$ cat config.mk
export PLATFORM = sky130hd
export DESIGN_NAME = cot_pwm_ctrl
export DESIGN_NICKNAME = d
export VERILOG_FILES = /design/src/rtl/cot_pwm_pkg.sv /design/src/rtl/cot_seq.sv /design/src/rtl/cot_leg_drv.sv /design/src/rtl/cot_pwm_ctrl.sv
export SDC_FILE = /design/constraint.sdc
export NUM_CORES = 1
export LEC_CHECK = 0
export CORE_AREA = 2 2 39 41
export DETAILED_ROUTE_END_ITERATION = 10
export DIE_AREA = 0 0 41 43
export DONT_BUFFER_PORTS = 1
export PLACE_DENSITY = 0.73
export SYNTH_ARGS = -nofsm -noshare
export SYNTH_HDL_FRONTEND = slang
export SYNTH_HIERARCHICAL = 1
export SYNTH_SLANG_ARGS = --single-unit
$ cat constraint.sdc
create_clock -name clk_i -period 3.65 [get_ports clk_i]
set_input_delay 0.73 -clock clk_i [delete_from_list [all_inputs] [get_ports clk_i]]
set_output_delay 0.73 -clock clk_i [all_outputs]
set_load 0.01 [all_outputs]
$ cat src/rtl/cot_pwm_pkg.sv
package cot_pwm_pkg;
  typedef enum logic [2:0] {
    ST_IDLE,
    ST_ON_BLANK,
    ST_ON,
    ST_OFF_DT1,
    ST_OFF_SYNC,
    ST_OFF_DT2
  } cot_state_e;
endpackage

$ cat src/rtl/cot_seq.sv
module cot_seq
  import cot_pwm_pkg::*;
#(
  parameter int T_BLANK  = 50,
  parameter int T_MIN_ON = 75,
  parameter int T_DT     = 50,
  parameter int T_OFF    = 300
) (
  input  logic       clk_i,
  input  logic       rst_ni,
  input  logic       en_i,
  input  logic       trip_i,
  output cot_state_e state_o
);
  localparam int SYNC_LEN = T_OFF - T_DT;
  localparam int MAX_A    = (T_OFF > T_MIN_ON) ? T_OFF : T_MIN_ON;
  localparam int MAX_B    = (T_BLANK > T_DT) ? T_BLANK : T_DT;
  localparam int CNT_MAX  = (MAX_A > MAX_B) ? MAX_A : MAX_B;
  localparam int CW       = $clog2(CNT_MAX + 1);

  localparam logic [CW-1:0] BLANK_END = CW'(T_BLANK - 1);
  localparam logic [CW-1:0] MINON_END = CW'(T_MIN_ON - 1);
  localparam logic [CW-1:0] DT_END    = CW'(T_DT - 1);
  localparam logic [CW-1:0] SYNC_END  = CW'(SYNC_LEN - 1);
  localparam logic [CW-1:0] CNT_SAT   = CW'(CNT_MAX);

  cot_state_e      st_q, st_d;
  logic [CW-1:0]   cnt_q;
  logic            cnt_clr;

  always_comb begin
    st_d    = st_q;
    cnt_clr = 1'b0;
    unique case (st_q)
      ST_IDLE: begin
        st_d    = ST_ON_BLANK;
        cnt_clr = 1'b1;
      end
      // counter keeps running into ST_ON so it measures total on time
      ST_ON_BLANK: if (cnt_q == BLANK_END) st_d = ST_ON;
      ST_ON: if (trip_i && cnt_q >= MINON_END) begin
        st_d    = ST_OFF_DT1;
        cnt_clr = 1'b1;
      end
      ST_OFF_DT1: if (cnt_q == DT_END) begin
        st_d    = ST_OFF_SYNC;
        cnt_clr = 1'b1;
      end
      ST_OFF_SYNC: if (cnt_q == SYNC_END) begin
        st_d    = ST_OFF_DT2;
        cnt_clr = 1'b1;
      end
      ST_OFF_DT2: if (cnt_q == DT_END) begin
        st_d    = ST_ON_BLANK;
        cnt_clr = 1'b1;
      end
      default: begin
        st_d    = ST_IDLE;
        cnt_clr = 1'b1;
      end
    endcase
    if (!en_i) begin
      st_d    = ST_IDLE;
      cnt_clr = 1'b1;
    end
  end

  always_ff @(posedge clk_i or negedge rst_ni) begin
    if (!rst_ni) begin
      st_q  <= ST_IDLE;
      cnt_q <= '0;
    end else begin
      st_q <= st_d;
      if (cnt_clr)              cnt_q <= '0;
      else if (cnt_q != CNT_SAT) cnt_q <= cnt_q + 1'b1;
    end
  end

  assign state_o = st_q;
endmodule

$ cat src/rtl/cot_leg_drv.sv
module cot_leg_drv
  import cot_pwm_pkg::*;
#(
  parameter int NUM_PH = 3
) (
  input  cot_state_e        state_i,
  input  logic [NUM_PH-1:0] lo_sel_i,
  output logic [NUM_PH-1:0] lo_en_o,
  output logic [NUM_PH-1:0] sr_en_o
);
  logic on_phase, sync_phase;

  assign on_phase   = (state_i == ST_ON_BLANK) || (state_i == ST_ON);
  assign sync_phase = (state_i == ST_OFF_SYNC);

  for (genvar p = 0; p < NUM_PH; p++) begin : g_leg
    assign lo_en_o[p] = lo_sel_i[p] & on_phase;
    assign sr_en_o[p] = lo_sel_i[p] & sync_phase;
  end
endmodule

$ cat src/rtl/cot_pwm_ctrl.sv
module cot_pwm_ctrl
  import cot_pwm_pkg::*;
#(
  parameter int NUM_PH   = 3,
  parameter int T_BLANK  = 50,
  parameter int T_MIN_ON = 75,
  parameter int T_DT     = 50,
  parameter int T_OFF    = 300
) (
  input  logic              clk_i,
  input  logic              rst_ni,
  input  logic              en_i,
  input  logic              trip_i,
  input  logic [NUM_PH-1:0] lo_sel_i,
  output logic [NUM_PH-1:0] lo_en_o,
  output logic [NUM_PH-1:0] sr_en_o
);
  cot_state_e state;

  cot_seq #(
    .T_BLANK (T_BLANK),
    .T_MIN_ON(T_MIN_ON),
    .T_DT    (T_DT),
    .T_OFF   (T_OFF)
  ) u_seq (
    .clk_i  (clk_i),
    .rst_ni (rst_ni),
    .en_i   (en_i),
    .trip_i (trip_i),
    .state_o(state)
  );

  cot_leg_drv #(
    .NUM_PH(NUM_PH)
  ) u_leg (
    .state_i (state),
    .lo_sel_i(lo_sel_i),
    .lo_en_o (lo_en_o),
    .sr_en_o (sr_en_o)
  );
endmodule

# Yosys cells after proc, flatten, opt, wreduce, memory -nomap -nowiden
# Cells that the tools add are included.
[totals]
input_bits = 7
ff_bits = 12
wordCells = 43
output_inout_bits = 6
[op_classes]
muxes = 14
addsub = 1
magnitude_cmp = 1
eq_ne = 13
reduce_logical = 6
bitwise_logic = 6
[op_table]
columns = ["cell", "count"]
rows = [
  ["two-way mux 3 bit", 6],
  ["two-way mux 9 bit", 2],
  ["one-hot mux 3 bit (6 select lines)", 1],
  ["adder 9 x 1 -> 9 bit (second input constant)", 1],
  ["equality test 9 x 6 -> 1 bit (second input constant)", 1],
  ["equality test 9 x 8 -> 1 bit (second input constant)", 1],
  ["greater-or-equal comparator 9 x 7 -> 1 bit (second input constant)", 1],
  ["inequality test 3 bit (second input constant)", 3],
  ["inequality test 9 bit (second input constant)", 1],
  ["AND 1 bit", 6],
  ["equality test 3 x 2 -> 1 bit (second input constant)", 2],
  ["equality test 3 bit (second input constant)", 2],
  ["inequality test 3 x 2 -> 1 bit (second input constant)", 2],
  ["AND reduction 5 bit", 1],
  ["two-way mux 1 bit", 4],
  ["one-hot mux 1 bit (4 select lines)", 1],
  ["equality test 3 x 1 -> 1 bit (second input constant)", 1],
  ["logical NOT 3 bit", 1],
  ["nonzero test 2 bit", 1],
  ["OR reduction 2 bit", 1],
  ["logical AND 1 bit", 1],
  ["logical OR 1 bit", 1],
]

# Depth between registers and ports, before layout
[logic_depth]
ltp_word = 6
depth_mapped = 8
ltp_nobuf = 7

# Modules after synthesis
# Netlist, hierarchy kept.
[by_module_without_submodules]
columns = ["module", "cells_each", "n_inst", "seq_area_each_um2", "area_per_inst_um2"]
rows = [
  ["cot_seq", 83, 1, 300.3, 753.2],
  ["cot_leg_drv", 8, 1, 0.0, 53.8],
]

# Worst setup path before layout
# No wires, ideal clock.
[synth_path]
kind = "input -> output"
startpoint = "in lo_sel_i[0]"
endpoint = "out lo_en_o[0]"
n_path_buf = 0
t_required_ns = 2.920
slack_ns = 1.884
cell_stages = 1
t_arrival_ns = 1.036
cell_sequence = "nor3b_1"
[synth_between]
elab_chain_len = 1
[synth_lines]
columns = ["element", "line", "rtl"]
rows = [
  ["from (decl)", "cot_pwm_ctrl.sv:14", "input logic [NUM_PH-1:0] lo_sel_i,"],
  ["AND 1 bit", "cot_leg_drv.sv:17", "assign lo_en_o[p] = lo_sel_i[p] & on_phase;"],
  ["to (decl)", "cot_pwm_ctrl.sv:15", "output logic [NUM_PH-1:0] lo_en_o,"],
]
# Every way passes these cells.

# Final worst setup path
[layout_path]
startpoint = "reg u_seq.st_q[1], in the netlist u_seq/state_o[1]"
endpoint = "out lo_en_o[1]"
[layout_between]
elab_chain_len = 3
elab_cells_between_ends = 4
cone_classes = "eq/ne (2); bitwise (1); reduce/logical (1)"
[layout_lines]
columns = ["element", "line", "rtl"]
rows = [
  ["from (decl)", "cot_seq.sv:27", "cot_state_e st_q, st_d;"],
  ["from (signal assigned)", "cot_seq.sv:73", "st_q <= st_d;"],
  ["equality test 3 x 1 -> 1 bit / equality test 3 x 2 -> 1 bit (equally long branches)", "cot_leg_drv.sv:13", "assign on_phase = (state_i == ST_ON_BLANK) || (state_i == ST_ON);"],
  ["logical OR 1 bit (*)", "cot_leg_drv.sv:13", ""],
  ["AND 1 bit (*)", "cot_leg_drv.sv:17", ""],
]
# Every way passes the cells marked *; elsewhere a longest branch is shown, timed or not.

==> out/qor.yml <==
die:
  num_rows: 14
  core_area_um2: 1380
  dieArea_um2: 1760
  start_util: 0.583
  die_x_um: 41
  ioPinCount: 13
  fp.dieH_um: 43
routing:
  vias_per_cell: 6.42
  wl_met1_um: 648
  dr_wl_met2_um: 810
  drt_drc_violations_left: 0
  drt-initial-drc-count: 19
  antenna_left: 0
  num_vias: 687
  wl_met3_um: 104
  drt-total-wl_mm: 1.56
  first_pass_iters: 4
  wire_per_inst_um: 14.6
  top_layer: "met3"
clock_network:
  numCtsBuffers: 3
  cts_setup_buffers: 0
  htree_levels: 1
  tritoncts: "built"
  clk_pin_slew_worst_paths_ns: 0.07
  clockRootBuffer: "clkbuf_4"
  cts_max_path_buffers: 2
  clk_latency_ns: 0.26
  clock_sinks: 12
  post_cts_resized: 0
  holdBufCountCts: 0
global_routing:
  grt_overflow_total: 0
  grt_pass1_wl_mm: 2.73
  grt_antenna_before_repair: 0
  grt.total_usage: 0.224
  grt_max_degree: 15
  grt_pass1_vias: 639
timing:
  hold_viol_final: 0
  fmax_ghz: 0.478
  period_minus_slack_ns: 2.09
  worst_slew_pin_slew_ns: 0.399
  slew_headroom: 0.727
  rsz0062_at_grt: "no"
  clock_skew_ns: 0.000791
  tns_ns: 0
  timing.final.ws_setup_ns: 1.56
  fin_crit_sh: 0.573
  setup_viol: 0
  slew_violations: 0
critical_path:
  reg2reg_depth: 7
  startpoint_type: "register"
  worstSetupPathType: "reg -> out"
  rrSetupSlack_ns: 1.70
  worstPathRequired_ns: 2.92
  reg2reg_from: "u_seq/cnt_q[0]"
  cp.arrival_ns: 1.36
  critPathMaxFanout: 9
  r2r-end: "u_seq/cnt_q[2]"
  endpoint: "lo_en_o[1]"
  crit_start: "u_seq/state_o[1]"
  critPathCaptureType: "primary output"
final_layout:
  areaGrowthSynthToFinish_pct: 2.79
  layout-drive-gt1-share: 0.0769
  layout_common_cells: "12 x dfrtp_1, 11 x nor3_1, 7 x nor2_1"
  nNetsFinal: 104
  final_common_cell: "dfrtp_1"
  fillers: 123
  antennaDiodeCount: 0
synthesis:
  syn-cell-area_um2: 807
  ys_types: 29
  dominantRegCellSynth: "dfrtp_1"
  syn-num-nets: 102
  synth_edf_count: 0
  synth-seq-cells: 12
  async_flop_share: 1.00
  avgSynthCellArea_um2: 8.87
  seq_area_frac_synth: 0.372
  synth_warnings: 6
  synthCells: 91
power_and_ir_drop:
  p_leak_nw: 0.344
  powerDensity_nw_per_um2: 277
  ir_worst_vdd_v: 0.000180
min_path:
  hold_path_class: "in -> async"
placement:
  dp_hpwl_mm: 1.16
  place.gp.congestion: 0.819
  portBuffers: 0
  post-place-ws_ns: 1.73
run:
  drv_cap: 0
outcome:
  outcome: "finished, final reports clean"
logic make-up (layout without fill, tap and decap cells):
kind of cell | after synthesis | in the layout | synth area share
AO/OA/AOI/OAI | 13 | 13 | 0.113
XOR/XNOR | 7 | 7 | 0.0760
adder cells (fa/ha/maj) | 4 | 4 | 0.0620
buffers and inverters | 6 | 6 | 0.0387
flip-flops | 12 | 12 | 0.372
AND/OR/NAND/NOR | 49 | 49 | 0.338
worst max-delay path: stages (launching register included):
cell,delay (ns)
dfrtp_1,0.50
xnor2_1,0.21
nor3b_1,0.39
state kept, by name (all words and copies together) (netlist names):
name and cells:
u_seq/state_o 3, u_seq/cnt_q 9
stage by stage:
step	util	total power [mW]	instances	instance area, um^2	hold WS (ns)
floorplan	-	0.152	91	807	0.434
global placement	0.583	0.153	104	807	0.435
detailed placement	0.583	0.154	104	807	0.435
CTS	0.599	0.234	107	830	0.142
global route	0.599	0.243	107	830	0.132
finish	0.599	0.230	107	830	0.153
layer usage:
layer,track usage,vias up
li1,-,332
met1,0.289,333
met2,0.353,22
met3,0.0314,0
met4,0.100,0
met5,0,-
layout make-up:
| cell class | instances | area (um^2) | share of cell area |
|---|---|---|---|
| Sequential cell | 12 | 300 | 0.362 |
| Multi-Input combinational cell | 73 | 475 | 0.573 |
| Inverter | 3 | 11.3 | 0.0136 |
| Clock buffer | 3 | 22.5 | 0.0271 |
| Tap cell | 16 | 20.0 | 0.0241 |
where the power goes:
part,switching (mW),internal (mW)
combinational,0.00860,0.00543
sequential,0.00256,0.134
clock,0.0406,0.0381
total,0.0518,0.178
Yosys cell counts (all sizes together) (2+ instances only):
| cell | number | area share |
|---|---|---|
| a21oi | 4 | 0.029 |
| and3 | 6 | 0.048 |
| and4b | 2 | 0.028 |
| clkbuf | 2 | 0.011 |
| dfrtp | 12 | 0.37 |
| ha | 4 | 0.062 |
| inv | 3 | 0.014 |
| nand2 | 6 | 0.028 |
| nand3 | 6 | 0.037 |
| nand4 | 2 | 0.016 |
| nor2 | 7 | 0.033 |
| nor2b | 2 | 0.016 |
| nor3 | 11 | 0.068 |
| nor3b | 6 | 0.056 |
| o21ai | 2 | 0.012 |
| xnor2 | 6 | 0.065 |
worst min-delay path by stage:
stage            from          endpoint  slack [ns]  cells past startpoint
2_1_floorplan  rst_ni    u_seq/cnt_q[0]        0.43                      0
3_3_place_gp   rst_ni  u_seq/state_o[2]        0.43                      0
3_5_place_dp   rst_ni  u_seq/state_o[1]        0.43                      0
4_1_cts        rst_ni    u_seq/cnt_q[5]        0.14                      0
5_1_grt        rst_ni    u_seq/cnt_q[6]        0.13                      0
6_report       rst_ni    u_seq/cnt_q[6]        0.15                      0
No activity file was read; power rests on OpenSTA's default activity.
